File: src/rtl/mbx_pkg.sv
// Package: shared frame layout constants and types for the mailbox writer.
// Assumes a fixed 18-word message frame and a 10-byte message limit.
package mbx_pkg;
    localparam int FRAME_WORDS = 18;
    localparam int TONE_WORDS  = 2;
    localparam int MSG_MAX     = 10;
    localparam int LEN_W       = 4;
    localparam int IDX_W       = $clog2(FRAME_WORDS);
    localparam int FL_W        = $clog2(FRAME_WORDS + 1);
    localparam int ADDR_W      = IDX_W + 1;
    localparam int WORD_W      = 16;

    typedef enum logic [1:0] {
        ST_IDLE   = 2'd0,
        ST_WRITE  = 2'd1,
        ST_SETTLE = 2'd2
    } mbx_state_e;

    typedef enum logic [1:0] {
        BURST_NONE = 2'b00,
        BURST_TONE = 2'b01,
        BURST_DATA = 2'b10,
        BURST_RSV  = 2'b11
    } burst_e;

    // Number of words in a frame of the given kind.
    function automatic logic [FL_W-1:0] frame_len_of(input logic is_tone);
        return is_tone ? FL_W'(TONE_WORDS) : FL_W'(FRAME_WORDS);
    endfunction
endpackage

File: src/rtl/mbx_frame_build.sv
// Frame builder: returns the word at a given index of the latched command.
// Purely combinational; assumes the request fields stay stable while used.
module mbx_frame_build
    import mbx_pkg::*;
#(
    parameter logic [7:0] CMD_TYPE      = 8'h02,
    parameter logic [7:0] SEND_CODE     = 8'h08,
    parameter logic [7:0] TONE_ON_CODE  = 8'h03,
    parameter logic [7:0] TONE_OFF_CODE = 8'h04
) (
    input  logic                  is_tone,
    input  logic                  tone_on,
    input  logic [LEN_W-1:0]      len_raw,
    input  logic [1:0]            burst,
    input  logic [8*MSG_MAX-1:0]  msg,
    input  logic [IDX_W-1:0]      idx,
    output logic [WORD_W-1:0]     word,
    output logic [FL_W-1:0]       frame_len
);
    logic [LEN_W-1:0]  len_c;
    logic [WORD_W-1:0] burst_word;
    logic [WORD_W-1:0] msg_word;
    burst_e            burst_k;

    // Clip the message length to the frame capacity.
    always_comb begin
        len_c = (len_raw > LEN_W'(MSG_MAX)) ? LEN_W'(MSG_MAX) : len_raw;
    end

    // Encode the burst selector into its frame word.
    always_comb begin
        burst_k = burst_e'(burst);
        case (burst_k)
            BURST_DATA: burst_word = 16'h0001;
            BURST_TONE: burst_word = 16'h0000;
            default:    burst_word = 16'hFFFF;
        endcase
    end

    // Pick the zero-extended message byte for payload indices.
    always_comb begin
        msg_word = '0;
        for (int k = 0; k < MSG_MAX; k++) begin
            if (idx == IDX_W'(k + 4) && LEN_W'(k) < len_c)
                msg_word = {8'h00, msg[8*k +: 8]};
        end
    end

    // Select the word of the frame for the requested index.
    always_comb begin
        frame_len = frame_len_of(is_tone);
        if (is_tone) begin
            if (idx == '0)
                word = {CMD_TYPE, tone_on ? TONE_ON_CODE : TONE_OFF_CODE};
            else
                word = '0;
        end else begin
            case (idx)
                IDX_W'(0): word = {CMD_TYPE, SEND_CODE};
                IDX_W'(1): word = WORD_W'(len_c) + 16'd2;
                IDX_W'(2): word = WORD_W'(len_c);
                IDX_W'(3): word = burst_word;
                default:   word = msg_word;
            endcase
        end
    end
endmodule

File: src/rtl/mbx_order_seq.sv
// Order sequencer: gives the first index of a frame and the index after a
// given one (payload ascending, then index 1, then opcode index 0).
// Assumes frame_len is at least 2.
module mbx_order_seq
    import mbx_pkg::*;
(
    input  logic [FL_W-1:0]  frame_len,
    input  logic [IDX_W-1:0] idx,
    output logic [IDX_W-1:0] first_idx,
    output logic [IDX_W-1:0] next_idx,
    output logic             is_last
);
    logic [FL_W:0] idx_inc;

    // First word written is index 2 when a payload exists, else index 1.
    always_comb begin
        first_idx = (frame_len > FL_W'(2)) ? IDX_W'(2) : IDX_W'(1);
    end

    // Step to the following index in reverse-priority order.
    always_comb begin
        idx_inc = (FL_W+1)'(idx) + 1'b1;
        is_last = (idx == '0);
        if (idx >= IDX_W'(2))
            next_idx = (idx_inc < (FL_W+1)'(frame_len)) ? IDX_W'(idx_inc) : IDX_W'(1);
        else
            next_idx = '0;
    end
endmodule

File: src/rtl/mbx_settle_timer.sv
// Settle timer: after a load pulse, raises expire in the last of
// SETTLE_CYCLES cycles. Assumes SETTLE_CYCLES >= 1.
module mbx_settle_timer #(
    parameter int SETTLE_CYCLES = 1_000_000
) (
    input  logic clk,
    input  logic rst_n,
    input  logic load,
    output logic expire
);
    localparam int CW = $clog2(SETTLE_CYCLES + 1);

    logic [CW-1:0] cnt_q;
    logic          run_q;

    // Count the settle interval down from the load point.
    always_ff @(posedge clk) begin
        if (!rst_n) begin
            cnt_q <= '0;
            run_q <= 1'b0;
        end else if (load) begin
            cnt_q <= CW'(SETTLE_CYCLES - 1);
            run_q <= 1'b1;
        end else if (run_q) begin
            if (cnt_q == '0)
                run_q <= 1'b0;
            else
                cnt_q <= cnt_q - 1'b1;
        end
    end

    assign expire = run_q && (cnt_q == '0);
endmodule

File: src/rtl/mbx_cmd_writer.sv
// Command mailbox writer top: latches a request on start, walks the frame in
// reverse-priority order through the write port, and waits a settle
// interval after each accepted word. Assumes a single mailbox client.
module mbx_cmd_writer
    import mbx_pkg::*;
#(
    parameter int         SETTLE_CYCLES = 1_000_000,
    parameter logic [7:0] CMD_TYPE      = 8'h02,
    parameter logic [7:0] SEND_CODE     = 8'h08,
    parameter logic [7:0] TONE_ON_CODE  = 8'h03,
    parameter logic [7:0] TONE_OFF_CODE = 8'h04
) (
    input  logic                 clk,
    input  logic                 rst_n,
    input  logic                 start,
    input  logic                 cmd_tone,
    input  logic                 tone_on,
    input  logic [LEN_W-1:0]     msg_len,
    input  logic [1:0]           burst_sel,
    input  logic [8*MSG_MAX-1:0] msg_bytes,
    output logic [ADDR_W-1:0]    wr_addr,
    output logic [WORD_W-1:0]    wr_data,
    output logic                 wr_en,
    input  logic                 wr_ready,
    output logic                 busy,
    output logic                 done
);
    mbx_state_e           state_q;
    logic [IDX_W-1:0]     idx_q;
    logic                 tone_q;
    logic                 on_q;
    logic [LEN_W-1:0]     len_q;
    logic [1:0]           burst_q;
    logic [8*MSG_MAX-1:0] msg_q;
    logic                 done_q;

    logic [WORD_W-1:0]    word;
    logic [FL_W-1:0]      flen_latched;
    logic [FL_W-1:0]      flen_sel;
    logic [IDX_W-1:0]     first_idx;
    logic [IDX_W-1:0]     next_idx;
    logic                 is_last;
    logic                 accept;
    logic                 expire;

    mbx_frame_build #(
        .CMD_TYPE      (CMD_TYPE),
        .SEND_CODE     (SEND_CODE),
        .TONE_ON_CODE  (TONE_ON_CODE),
        .TONE_OFF_CODE (TONE_OFF_CODE)
    ) u_build (
        .is_tone   (tone_q),
        .tone_on   (on_q),
        .len_raw   (len_q),
        .burst     (burst_q),
        .msg       (msg_q),
        .idx       (idx_q),
        .word      (word),
        .frame_len (flen_latched)
    );

    // Idle uses the live request kind to find the first index.
    assign flen_sel = (state_q == ST_IDLE) ? frame_len_of(cmd_tone) : flen_latched;

    mbx_order_seq u_seq (
        .frame_len (flen_sel),
        .idx       (idx_q),
        .first_idx (first_idx),
        .next_idx  (next_idx),
        .is_last   (is_last)
    );

    assign accept = (state_q == ST_WRITE) && wr_ready;

    mbx_settle_timer #(
        .SETTLE_CYCLES (SETTLE_CYCLES)
    ) u_settle (
        .clk    (clk),
        .rst_n  (rst_n),
        .load   (accept),
        .expire (expire)
    );

    // Latch the request when a start is taken in idle.
    always_ff @(posedge clk) begin
        if (!rst_n) begin
            tone_q  <= 1'b0;
            on_q    <= 1'b0;
            len_q   <= '0;
            burst_q <= '0;
            msg_q   <= '0;
        end else if (state_q == ST_IDLE && start) begin
            tone_q  <= cmd_tone;
            on_q    <= tone_on;
            len_q   <= msg_len;
            burst_q <= burst_sel;
            msg_q   <= msg_bytes;
        end
    end

    // Main sequence: write, settle, advance, finish after the opcode.
    always_ff @(posedge clk) begin
        if (!rst_n) begin
            state_q <= ST_IDLE;
            idx_q   <= '0;
            done_q  <= 1'b0;
        end else begin
            done_q <= 1'b0;
            case (state_q)
                ST_IDLE: begin
                    if (start) begin
                        idx_q   <= first_idx;
                        state_q <= ST_WRITE;
                    end
                end
                ST_WRITE: begin
                    if (wr_ready)
                        state_q <= ST_SETTLE;
                end
                ST_SETTLE: begin
                    if (expire) begin
                        if (is_last) begin
                            state_q <= ST_IDLE;
                            done_q  <= 1'b1;
                        end else begin
                            idx_q   <= next_idx;
                            state_q <= ST_WRITE;
                        end
                    end
                end
                default: state_q <= ST_IDLE;
            endcase
        end
    end

    assign wr_en   = (state_q == ST_WRITE);
    assign wr_addr = {idx_q, 1'b0};
    assign wr_data = word;
    assign busy    = (state_q != ST_IDLE);
    assign done    = done_q;
endmodule

File: config.mk
export PLATFORM = sky130hd
export DESIGN_NAME = mbx_cmd_writer
export DESIGN_NICKNAME = d
export VERILOG_FILES = /design/src/rtl/mbx_pkg.sv /design/src/rtl/mbx_frame_build.sv /design/src/rtl/mbx_order_seq.sv /design/src/rtl/mbx_settle_timer.sv /design/src/rtl/mbx_cmd_writer.sv
export SDC_FILE = /design/constraint.sdc
export NUM_CORES = 1
export LEC_CHECK = 0
export ABC_AREA = 1
export BUFFER_PORTS_ARGS = -buffer_cell sky130_fd_sc_hd__buf_2
export CAP_MARGIN = 10
export CORE_MARGIN = 2
export CORE_UTILIZATION = 52
export DETAILED_ROUTE_END_ITERATION = 8
export PLACE_DENSITY = 0.72
export RECOVER_POWER = 25
export SLEW_MARGIN = 0
export SYNTH_ARGS = -nofsm -noshare
export SYNTH_HDL_FRONTEND = slang
export SYNTH_HIERARCHICAL = 1
export SYNTH_SLANG_ARGS = --single-unit
export TNS_END_PERCENT = 10
File: constraint.sdc
create_clock -name clk -period 2.6 [get_ports clk]
set_input_delay 0.26 -clock clk [delete_from_list [all_inputs] [get_ports clk]]
set_output_delay 0.26 -clock clk [all_outputs]
set_load 0.05 [all_outputs]
## After elaboration in Yosys (flattened, before gate mapping)

Index checks and enable logic that the tools add are counted.

- Register bits: 117
- Input bits: 92
- Word-level logic and storage cells: 115

- $add $sub $neg: 3
- $lt $le $gt $ge: 14
- Eq/ne operators: 22
- Muxes and demuxes: 38
- Bitwise gates (word level): 2
- Reduce and logical (&&, ||, !) cells: 25

Operator list:

| operator | number |
|---|---|
| $mux 8 | 10 |
| $pmux 16 s4 | 1 |
| $mux 20 | 3 |
| $mux 5 | 8 |
| $pmux 16 s2 | 1 |
| $eq 5x4->1 const B | 6 |
| $eq 5x3->1 const B | 4 |
| $logic_not 20->1 | 1 |
| $sub 20x1->20 const B | 1 |
| $lt 3x4->1 const A | 4 |
| $mux 16 | 1 |
| $logic_and 1x1->1 | 13 |
| $eq 5x2->1 const B | 2 |
| $mux 10 | 1 |
| $pmux 5 s2 | 1 |
| $lt 1x4->1 const A | 2 |
| $lt 2x4->1 const A | 2 |
| $lt 4x4->1 const A | 2 |
| $mux 2 | 4 |
| $ne 2x2->1 const B | 4 |
| $add 5x1->6 const B | 1 |
| $lt 6x5->1 | 1 |
| $pmux 2 s3 | 1 |
| $reduce_and 3->1 | 2 |
| other kinds (18) | 28 |

## Depth between registers and ports, before layout

- Depth in word-level cells: 16
- Depth in mapped cells: 15
- Gate-level depth less buffers: 14

## By module

Netlist, hierarchy kept.

By module, submodules not included:

| module | instances | cells an instance | area each (µm²) | sequential area each (µm²) |
|---|---|---|---|---|
| mbx_cmd_writer | 1 | 463 | 3530.9 | 1921.8 |
| mbx_settle_timer | 1 | 202 | 1300.0 | 420.4 |
| mbx_frame_build | 1 | 281 | 1290.0 | 0.0 |
| mbx_order_seq | 1 | 60 | 335.3 | 0.0 |

## Worst setup path before layout

OpenSTA, ideal clock, no wires.

- Kind: reg2out
- From: register idx_q[2]
- To: output wr_data[10]
- Data arrival time: 2.395 ns
- Path slack: -0.055 ns
- Cell stages (with the launch flop): 7
- Path buffers: 1
- Cells stage by stage: dfxtp_1 -> nor2_1 -> nand2_2 -> inv_2 -> nand4_1 -> nor2_1 -> buf_4

- Longest elaborated chain between the ends: 3
- Elaborated cells on any way between the ends: 6
- Classes of those cells: eq/ne: 3; mux: 2; reduce/logical: 1

RTL lines:

| item | RTL line | RTL |
|---|---|---|
| start: declaration | mbx_cmd_writer.sv:29 | `logic [IDX_W-1:0] idx_q;` |
| start signal: assignment | mbx_cmd_writer.sv:112 | `idx_q <= first_idx;` |
| start signal: assignment | mbx_cmd_writer.sv:126 | `idx_q <= next_idx;` |
| $eq 5x2->1 (tied with other cells) | mbx_frame_build.sv:58 | `case (idx)` |
| $pmux 16 s4 (*) | mbx_frame_build.sv:58 |  |
| $mux 16 (*) | mbx_frame_build.sv:52 | `if (is_tone) begin` |
| end: declaration | mbx_cmd_writer.sv:22 | `output logic [WORD_W-1:0] wr_data,` |

Mark *: on every way between the ends. The rest lies on a longest branch, timed or not.

## Worst setup path in the final report

- From: register idx_q[2]
- To: output wr_data[11]

The elaborated chain is that of the path after synthesis.

==> qor.txt <==
Netlist Area Pre-Place = 6460 sq um
Synth Flop Type = dfxtp_1
Synth warn = 6
Status = finished clean
Post-synthesis mux area share = 0%
CTS tree = yes
Remaining DRCs = 0
Area of the multi-input gates = 3370 sq um
Clock Pin Slew Worst Setup and Hold Paths = 0.06 ns
Cell Area, Placed = 7020 sq um
Fin area = 7720 sq um
Clk_lat worst skew = 0.42 ns
Clock Sinks = 117
Final Max Slew Viols = 0
Fmax = 0.399 GHz
Area Growth Syn to Fin = 19.5%
Synth top area cells = dfxtp_1 (36%), nor2_1 (16%), nand2_1 (9.7%)
Ports = 117
Worst vdd ir = 724 uV
CTS Buf Count = 17
FF+latch area = 2360 sq um
Worst hold-check path type = input port to register
Fill cells = 1150
Leakage = 3.87 nW
Wire length per cell = 13.2 um
Final Core Density = 64.0%
Worst-path cell chain = nor2_1 -> nand2_2 -> inv_2 -> nand4_1 -> buf_4 -> nor2_2 -> buf_2
Tmin final = 2.50 ns
DR pass1 iterations = 6
Final period util = 96.3%
Maximum root-to-sink buffer count = 2
Met3 GRT Util = 6.54%
Synth top cells by count = nor2_1 (274), nand2_1 (167), dfxtp_1 (117)
Die width = 115 um
Avg Synthesized Cell Area = 6.42 sq um
Final WL = 16.9 mm
Yosys cell types = 38
Synth Area in XOR/XNOR = 1.36%
Synth Area in Adders = 1.94%
Hold path depth = 3
Grt met2 use = 41.8%
Initial antenna violation count = 0
CP peak stage delay = 0.39 ns
Initial DRC count = 558
Worst Clk Skew = 0.0141 ns
Overall power = 0.00701 W
Complex-gate fraction of the synthesized area = 10.1%
Number of hold violations in the final report = 0
Crit path arrival time = 2.24 ns
Synth Area in Simple Gates = 37.7%
Cell count after synthesis = 1006
GRT Resource Usage Total = 26.6%
Chip height = 115 um
Max-Cap Viols = 0
Global route overflow = 0
Die footprint = 13300 sq um
CP Capture Type = primary output
Largest family of logic cells by synthesized area = simple AND/OR/NAND/NOR gates
Diodes inserted = 0
Share of cells above drive strength 1 = 18.4%
Startpoint types = register
RSZ-0062 raised after global routing = true
Vias in the first global route = 5909
Yosys top cell area share = 36.3%
Max transition margin = 3.77%
Num rows = 40
Post-route ant nets = 0
First-pass GRT wire length = 27.9 mm
Slew @ Worst Pin = 1.44 ns
Worst path top cell family by delay = simple AND/OR/NAND/NOR gates
EDFF count, synth = 0
Largest net degree at the start of global routing = 103
CP max-delay cell = dfxtp_4
Initial core utilization = 53.5%
TNS Setup = 0 ns
GR Layer Usage met1 = 35.5%
WS Path Type = register to primary output
Vias per cell = 4.97
Hold slack = 0.0627 ns
DP HPWL = 11.9 mm
Ys async rst share = 0%
CP required = 2.34 ns
Crit path buffers/inverters = 3
Cts hold-fix bufs = 0
#FFs+latches synth = 117
CP max FO = 11
Sequential area share after synthesis = 36.3%
WP depth = 7
Via count = 6377
Gp weighted congestion = 0.909
Root Driver = clkbuf_16
Grt peak-use layer = met2
Final setup vio count = 0
PortBufs = 115
FF-to-FF path depth = 11
Core Region = 12100 sq um
Most frequent cell after synthesis = nor2_1
H-tree Lvls = 4
Nets = 1204
Dominant cell type by area after synthesis = dfxtp_1
Pwr dens = 909 nW/um^2
-- tightest hold or removal path, cell delays in order --
cell    delay [ns]
buf_2         0.07
nor2_1        0.03
nor2_1        0.08
-- power by group --
part	total [W]	leakage, nW	switching, W	internal, W
logic	0.00223	2.59	0.00153	0.000699
registers	0.00228	0.969	0.000223	0.00206
clock network	0.00250	0.314	0.000784	0.00171
-- path summary, 6_finish.rpt --
check	slack [ns]	to	start
hold / removal	0.06	msg_q[69]	msg_bytes[69]
hold reg to reg	0.48	u_settle/cnt_q[12]	u_settle/cnt_q[12]
setup / recovery	0.1	wr_data[11]	idx_q[2]
setup reg to reg	0.30	idx_q[2]	u_settle/cnt_q[1]
-- kinds of logic after synthesis --
kind of cell    count (synthesis)
fa+ha+maj                      10
simple gates                  564
compound gates                128
other cells                     4
xor+xnor                       10
flops                         117
buf+inv                       173
-- cells in the final DEF (no fill, tap or decap), drive strengths merged, types with 9 or more instances in the layout --
master / netlist / layout
nand3: 65 / 65
nand4: 25 / 25
nor2: 286 / 286
clkbuf: 14 / 30
nand2: 170 / 170
buf: 39 / 117
a21oi: 20 / 20
o21ai: 105 / 105
dfxtp: 117 / 117
ha: 10 / 10
xor2: 9 / 9
inv: 120 / 120
-- registers in the layout (all words and copies together) (netlist names) --
| name | flops |
|---|---|
| msg_q | 80 |
| len_q | 4 |
| state_q | 2 |
| u_settle/cnt_q | 20 |
| tone_q | 1 |
| done | 1 |
| on_q | 1 |
| burst_q | 2 |
| u_settle/run_q | 1 |
| idx_q | 5 |
-- per-stage QoR --
step / instances / setup WS (ns)
after floorplan: 1010 / 0.00533
final: 1283 / 0.0967
after detailed placement: 1248 / 0.258
after CTS: 1280 / 0.00963
after global placement: 1248 / 0.305
after global routing: 1283 / -0.0406
-- metal layers --
metal / up-vias / routed length (um)
met4: 0 / 397
met3: 32 / 980
met5: - / 0
met1: 2830 / 7670
met2: 184 / 7870
li1: 3331 / -
-- final cells by class --
class                           instances  area share [%]
Sequential cell                       117            30.5
Multi-Input combinational cell        720            43.6
Timing Repair Buffer                  126            9.03
Clock inverter                         11            2.34
Clock buffer                           21            5.84
Tap cell                              168            2.72
Inverter                              120            5.90
-- timing repair --
action,in CTS,in global routing
endpoints found under the setup margin,8,8
setup buffers,0,3
pin swaps,0,2
gates cloned,0,0
resized for setup,6,21
No activity file was read; power rests on OpenSTA's default activity.
